File: src/rtl/oncewdt_pkg.sv
package oncewdt_pkg;
  localparam int RELOAD_W = 12;
  localparam int DATA_W   = 32;
  localparam int LOCK_BIT = 16;
  localparam logic [1:0] ACT_IRQ = 2'd2;

  typedef struct packed {
    logic [1:0]          act;
    logic                run_en;
    logic                pre_en;
    logic [RELOAD_W-1:0] reload;
  } cfg_t;

  localparam int CFG_W = $bits(cfg_t);

  function automatic cfg_t cfg_from_word(input logic [DATA_W-1:0] w);
    cfg_t c;
    c = w[CFG_W-1:0];
    return c;
  endfunction

  function automatic logic [DATA_W-1:0] readback_word(input logic lock, input cfg_t c);
    logic [DATA_W-1:0] r;
    r = '0;
    r[CFG_W-1:0] = c;
    r[LOCK_BIT]  = lock;
    return r;
  endfunction

  function automatic logic routes_to_irq(input logic [1:0] a);
    return a == ACT_IRQ;
  endfunction
endpackage

File: src/rtl/oncewdt_cfg.sv
module oncewdt_cfg
  import oncewdt_pkg::*;
(
  input  logic              clk,
  input  logic              rst_n,
  input  logic              srst,
  input  logic              wr_en,
  input  logic [DATA_W-1:0] wr_data,
  output cfg_t              cfg,
  output logic              lock,
  output logic              start,
  output logic              kick
);
  cfg_t cfg_q;
  logic lock_q;
  cfg_t wr_cfg;
  logic unused_hi;

  assign wr_cfg    = cfg_from_word(wr_data);
  assign unused_hi = ^wr_data[DATA_W-1:CFG_W];

  always_ff @(posedge clk or negedge rst_n) begin
    if (!rst_n) begin
      lock_q <= 1'b0;
      cfg_q  <= '0;
    end else if (srst) begin
      lock_q <= 1'b0;
      cfg_q  <= '0;
    end else if (wr_en && !lock_q) begin
      lock_q <= 1'b1;
      cfg_q  <= wr_cfg;
    end
  end

  assign start = wr_en && !lock_q && wr_cfg.run_en;
  assign kick  = wr_en && lock_q && cfg_q.run_en;
  assign cfg   = cfg_q;
  assign lock  = lock_q;

  AST_CFG_FROZEN: assert property (@(posedge clk) disable iff (!rst_n)
    (lock_q && !srst) |=> (lock_q && $stable(cfg_q)));
  AST_STOPPED_STAYS: assert property (@(posedge clk) disable iff (!rst_n)
    (lock_q && !cfg_q.run_en) |-> !kick);
endmodule

File: src/rtl/oncewdt_tick.sv
module oncewdt_tick #(
  parameter int PRESCALE = 16384
) (
  input  logic clk,
  input  logic rst_n,
  input  logic srst,
  input  logic run,
  input  logic restart,
  input  logic pre_en,
  output logic step
);
  logic ph_q;

  always_ff @(posedge clk or negedge rst_n) begin
    if (!rst_n)                   ph_q <= 1'b0;
    else if (srst || restart || !run) ph_q <= 1'b0;
    else                          ph_q <= ~ph_q;
  end

  generate
    if (PRESCALE > 1) begin : g_pre
      localparam int PW = $clog2(PRESCALE);
      logic [PW-1:0] pcnt_q;
      logic          pre_wrap;
      assign pre_wrap = (pcnt_q == PW'(PRESCALE - 1));
      always_ff @(posedge clk or negedge rst_n) begin
        if (!rst_n)                   pcnt_q <= '0;
        else if (srst || restart || !run) pcnt_q <= '0;
        else if (ph_q && pre_en)      pcnt_q <= pre_wrap ? '0 : pcnt_q + 1'b1;
      end
      assign step = run && !restart && ph_q && (!pre_en || pre_wrap);
    end else begin : g_nopre
      logic unused_pre;
      assign unused_pre = pre_en;
      assign step = run && !restart && ph_q;
    end
  endgenerate

  AST_HALF_RATE: assert property (@(posedge clk) disable iff (!rst_n)
    step |=> !step);
endmodule

File: src/rtl/oncewdt_cnt.sv
module oncewdt_cnt
  import oncewdt_pkg::*;
(
  input  logic                clk,
  input  logic                rst_n,
  input  logic                srst,
  input  logic                load,
  input  logic [RELOAD_W-1:0] reload,
  input  logic                step,
  output logic                expired
);
  logic [RELOAD_W-1:0] cnt_q;
  logic                exp_q;
  logic                last_step;

  assign last_step = step && !exp_q && (cnt_q <= RELOAD_W'(1));

  always_ff @(posedge clk or negedge rst_n) begin
    if (!rst_n) begin
      cnt_q <= '0;
      exp_q <= 1'b0;
    end else if (srst) begin
      cnt_q <= '0;
      exp_q <= 1'b0;
    end else if (load) begin
      cnt_q <= reload;
      exp_q <= 1'b0;
    end else if (last_step) begin
      cnt_q <= '0;
      exp_q <= 1'b1;
    end else if (step && !exp_q) begin
      cnt_q <= cnt_q - 1'b1;
    end
  end

  assign expired = exp_q;

  AST_EXPIRY_HOLDS: assert property (@(posedge clk) disable iff (!rst_n)
    (exp_q && !load && !srst) |=> exp_q);
  AST_KICK_CLEARS: assert property (@(posedge clk) disable iff (!rst_n)
    load |=> !exp_q);
endmodule

File: src/rtl/oncewdt.sv
module oncewdt
  import oncewdt_pkg::*;
#(
  parameter int PRESCALE = 16384
) (
  input  logic        clk,
  input  logic        rst_n,
  input  logic        srst,
  input  logic        wr_en,
  input  logic [31:0] wr_data,
  output logic [31:0] rd_data,
  output logic        expire_irq,
  output logic        expire_rst
);
  cfg_t cfg;
  logic lock, start, kick, load, run, step, expired, to_irq;

  oncewdt_cfg u_cfg (
    .clk(clk), .rst_n(rst_n), .srst(srst), .wr_en(wr_en), .wr_data(wr_data),
    .cfg(cfg), .lock(lock), .start(start), .kick(kick)
  );

  assign load = start || kick;
  assign run  = lock && cfg.run_en;

  oncewdt_tick #(.PRESCALE(PRESCALE)) u_tick (
    .clk(clk), .rst_n(rst_n), .srst(srst), .run(run), .restart(load),
    .pre_en(cfg.pre_en), .step(step)
  );

  oncewdt_cnt u_cnt (
    .clk(clk), .rst_n(rst_n), .srst(srst), .load(load),
    .reload(start ? cfg_from_word(wr_data).reload : cfg.reload),
    .step(step), .expired(expired)
  );

  assign to_irq     = routes_to_irq(cfg.act);
  assign expire_irq = expired && to_irq;
  assign expire_rst = expired && !to_irq;
  assign rd_data    = readback_word(lock, cfg);

  AST_ONE_ACTION: assert property (@(posedge clk) disable iff (!rst_n)
    !(expire_irq && expire_rst));
  AST_IDLE_UNLOCKED: assert property (@(posedge clk) disable iff (!rst_n)
    !lock |-> (!expire_irq && !expire_rst && !step));
  AST_NO_STEP_STOPPED: assert property (@(posedge clk) disable iff (!rst_n)
    !run |-> !step);
endmodule

File: config.mk
export PLATFORM = sky130hd
export DESIGN_NAME = oncewdt
export DESIGN_NICKNAME = d
export VERILOG_FILES = /design/src/rtl/oncewdt_pkg.sv /design/src/rtl/oncewdt_cfg.sv /design/src/rtl/oncewdt_tick.sv /design/src/rtl/oncewdt_cnt.sv /design/src/rtl/oncewdt.sv
export SDC_FILE = /design/constraint.sdc
export NUM_CORES = 1
export LEC_CHECK = 0
export BUFFER_PORTS_ARGS = -buffer_cell sky130_fd_sc_hd__buf_4
export CORE_ASPECT_RATIO = 0.8
export CORE_MARGIN = 1
export CORE_UTILIZATION = 58
export DETAILED_ROUTE_END_ITERATION = 12
export PLACE_DENSITY = 0.86
export REMOVE_ABC_BUFFERS = 1
export SLEW_MARGIN = 20
export SYNTH_ARGS = -nofsm -noshare
export SYNTH_HDL_FRONTEND = slang
export SYNTH_HIERARCHICAL = 1
export SYNTH_SLANG_ARGS = --single-unit
File: constraint.sdc
create_clock -name clk -period 5 [get_ports clk]
set_input_delay 0.25 -clock clk [delete_from_list [all_inputs] [get_ports clk]]
set_output_delay 0.25 -clock clk [all_outputs]
set_load 0.005 [all_outputs]
==> results.txt <==
----------------------------------------------------
[Outcome]
  Status ... finished clean

[Critical path]
  Endpoint kind of the worst setup timing path ... flop
  Family of cells with the greatest summed delay on the critical path ... simple AND/OR/NAND/NOR gates
  Cells on worst reg2reg path ... 9
  Slowest CP cell ... dfrtp_1
  R2R setup slack ... 1.42 ns
  WP data arrival ... 3.73 ns
  Cells along the critical path ... and2b_4, and2_2, or2_2, nand3b_1, a21oi_1, nor4b_1, o2111a_1, nand2b_1, o311ai_1
  Req. time, crit path ... 5.15 ns
  Biggest cell delay along the critical path ... 0.68 ns
  CP Class ... reg2reg
  Buffering stage count on the worst path with inverters included ... 0
  Sort of element at the start of the critical path ... flop
  Crit path max fanout ... 21
  Logic depth of the worst setup path including buffers ... 9
  Worst setup path startpoint ... u_cfg/lock$_DFFE_PN0P_
  Reg2reg start ... u_cfg/lock$_DFFE_PN0P_

[GRT]
  Pin count of the biggest net entering global routing ... 46
  Initial antenna violation count ... 0
  Congestion Overflow GR ... 0
  Wire length of the first global-routing pass ... 9780 µm
  Global-route usage over all layers ... 0.245
  Number of global-route vias before repair ... 1978

[Drt]
  Drt pass-1 iters ... 5
  DRT antenna net count ... 0
  Wire length per cell after detailed routing ... 15.9 µm
  Via count normalized by instance count ... 6.25
  Number of DRC markers in iteration 0 ... 218
  Detailed Route WL ... 6050 µm
  Via count ... 2380
  Drc violations ... 0

[Pwr]
  Worst supply voltage drop on vdd ... 0.199 mV
  Static Leak ... 1.32 nW
  Power density cells ... 233 nW/µm²

[Min path]
  Worst hold path stage count ... 3
  Startpoint of the most critical hold path ... wr_data[14]
  Path type of the worst min-delay path ... in2reg

[Synthesis]
  Combined area of all synthesized cells ... 2900 µm²
  Post-synthesis instance total ... 289
  Yosys reg bits ... 45
  Main combinational cell family by area after synthesis ... simple AND/OR/NAND/NOR gates
  Async S/R FF share, synth ... 1.00
  Main synth FF type ... dfrtp_1
  Distinct cell type count after synthesis ... 61
  Post-synthesis share of cell area spent on and, or, nand and nor gates ... 0.257
  Ys Warns ... 6
  Multiplexer share of the synthesized area ... 0.0651
  Largest cells by area after synthesis ... dfrtp_1 39%, nand4bb_1 6.2%, mux2_4 4.7%, buf_4 4.4%, nand2b_1 3.9%
  Count of flip-flops with a built-in enable after synthesis ... 0
  Synth Area in Adders ... 0.0129
  Area share of the largest cell type after synthesis ... 0.388
  Area fraction in compound gates after synthesis ... 0.173
  XOR/XNOR share of the synthesized area ... 0.0181
  Average footprint of a synthesized cell ... 10.0 µm²
  Library cell with the largest summed area after synthesis ... dfrtp_1
  Sequential share of the synthesized area ... 0.388

[Clock tree]
  CTS clock-pin slew for the worst setup and hold paths ... 0.08 ns
  TritonCTS clock tree ... built
  Clock network latency to the later pin of the worst-skew pair ... 0.30 ns
  Total CTS buffers ... 5
  Clock tree buffer depth ... 2
  Clock tree root buffer cell ... clkbuf_8
  Hold_buf cts ... 1
  Number of levels the H-tree was split into ... 2
  Total number of clock tree sinks ... 45
  Number of post-CTS setup repair buffers ... 0
  Post-cts sizing count ... 0

[Floorplan]
  Initial core utilization ... 0.616
  Area of the die ... 5290 µm²
  Area of the placeable core ... 4710 µm²
  Site Rows ... 22
  # IOs ... 70
  Die outline height ... 65.3 µm
  Width of the die ... 81.1 µm

[Timing]
  Pins over their slew limit ... 0
  Total negative setup slack ... 0 ns
  Setup clock skew after layout ... 0.00618 ns
  Peak clock frequency supported by timing ... 0.279 GHz
  Worst-Margin Slew ... 0.817 ns
  Crit path time final ... 3.58 ns
  RSZ-0062 raised after global routing ... false
  Number of failing setup endpoints in the final timing report ... 0
  Fraction of the cycle the final worst path needs ... 0.716
  Worst slew slack as a fraction of its limit ... 0.454
  Number of failing hold endpoints at the final stage ... 0

[Finish]
  Number of inserted filler cells in the final layout ... 347
  Most common library cell in the layout ignoring fill and taps ... dfrtp_1
  Antenna Cells ... 0
  FF+latch area ... 1130 µm²
  Top library cells by usage in the layout, fill and taps aside ... 45 x dfrtp_1, 38 x buf_4, 18 x nand2b_1, 18 x nor2_1, 16 x nand4bb_1
  Count of nets after finishing ... 359
  Proportion of layout cells with a drive suffix above 1 ... 0.240
  Area of combinational cells with multiple inputs ... 1580 µm²
  Area growth, synth to finish ... 9.83%
  Post-Route Utilization ... 0.677

[Placed design]
  Gp weighted congestion ... 0.838
  Count of buffers from port buffering ... 38
  DP HPWL ... 4250 µm

[Job]
  Reported max-cap violation count ... 0

----------------------------------------------------
## stage by stage
stage	cell area [µm²]	power, mW	std cells	hold slack [ns]	setup WS, ns
finish	3190	0.743	381	0.235	1.42
global route	3190	0.780	381	0.235	1.20
floorplan	2730	0.472	274	-0.0456	2.14
detailed placement	3090	0.528	372	0.283	1.46
global placement	3090	0.525	372	0.284	1.62
CTS	3190	0.747	381	0.230	1.43
## worst register-to-register path: cells and delay by family (launching register included)
kind / cells / cell delay [ns]
compound gates: 3 / 0.70
flops: 1 / 0.68
simple gates: 6 / 2.06
## cells in the mapped netlist (3+ instances only)
cell,instances
a211oi_1,3
a21oi_1,12
a22oi_1,7
buf_4,17
buf_6,3
clkbuf_1,6
dfrtp_1,45
ha_1,3
inv_1,6
mux2_2,3
mux2_4,9
nand2_1,13
nand2b_1,18
nand3_1,8
nand4_1,4
nand4bb_1,16
nor2_1,18
nor4_1,3
o21ai_0,14
o21ai_2,10
o31ai_1,7
or2_2,3
or4_1,9
xnor2_1,6
## final timing paths
path / endpoint
max in group asynchronous: u_tick/g_pre.pcnt_q[9]$_DFFE_PN0P_
min in group asynchronous: u_cfg/cfg[14]$_DFFE_PN0P_
max reg2reg: u_cnt/cnt_q[7]$_DFFE_PN0P_
min: u_cfg/cfg[14]$_DFFE_PN0P_
max: u_cnt/cnt_q[7]$_DFFE_PN0P_
min reg2reg: u_tick/ph_q$_DFF_PN0_
## kinds of logic (layout without fill, tap and decap cells)
| logic type | Yosys count | count (layout) |
|---|---|---|
| AOI/OAI and AO/OA | 72 | 72 |
| xor gates and xnor gates | 6 | 6 |
| adders and majority gates | 3 | 3 |
| buffers and inverters | 35 | 53 |
| DFF | 45 | 45 |
| muxes | 14 | 14 |
| other | 1 | 15 |
| and+or+nand+nor | 113 | 113 |
## registers in the layout, indices dropped and copies added, names as in the netlist
signal and cells:
u_cfg/cfg 16, u_cnt/expired 1, u_cnt/cnt_q 12, u_cfg/lock 1
u_tick/ph_q 1, u_tick/g_pre.pcnt_q 14
## power by group
group	total [mW]	switching [mW]	internal (mW)
clock network	0.219	0.120	0.0990
logic	0.130	0.0676	0.0627
registers	0.394	0.0173	0.377
total	0.743	0.205	0.538
## layer usage
| metal | GRT usage | wire length [µm] | vias to the layer above |
|---|---|---|---|
| met3 | 0.0500 | 334 | 11 |
| met2 | 0.358 | 2720 | 106 |
| met1 | 0.365 | 2930 | 1157 |
| met4 | 0.0670 | 68 | 0 |
| li1 | - | - | 1106 |
| met5 | 0 | 0 | - |
## area by class of cell
| type | count | share of cell area |
|---|---|---|
| clock buffer | 7 | 0.0239 |
| sequential | 45 | 0.353 |
| tap | 60 | 0.0236 |
| timing repair buffer | 39 | 0.0927 |
| multi-input combinational | 223 | 0.497 |
| inverter | 6 | 0.00707 |
| clock inverter | 1 | 0.00236 |
(Power assumes the default switching activity.)
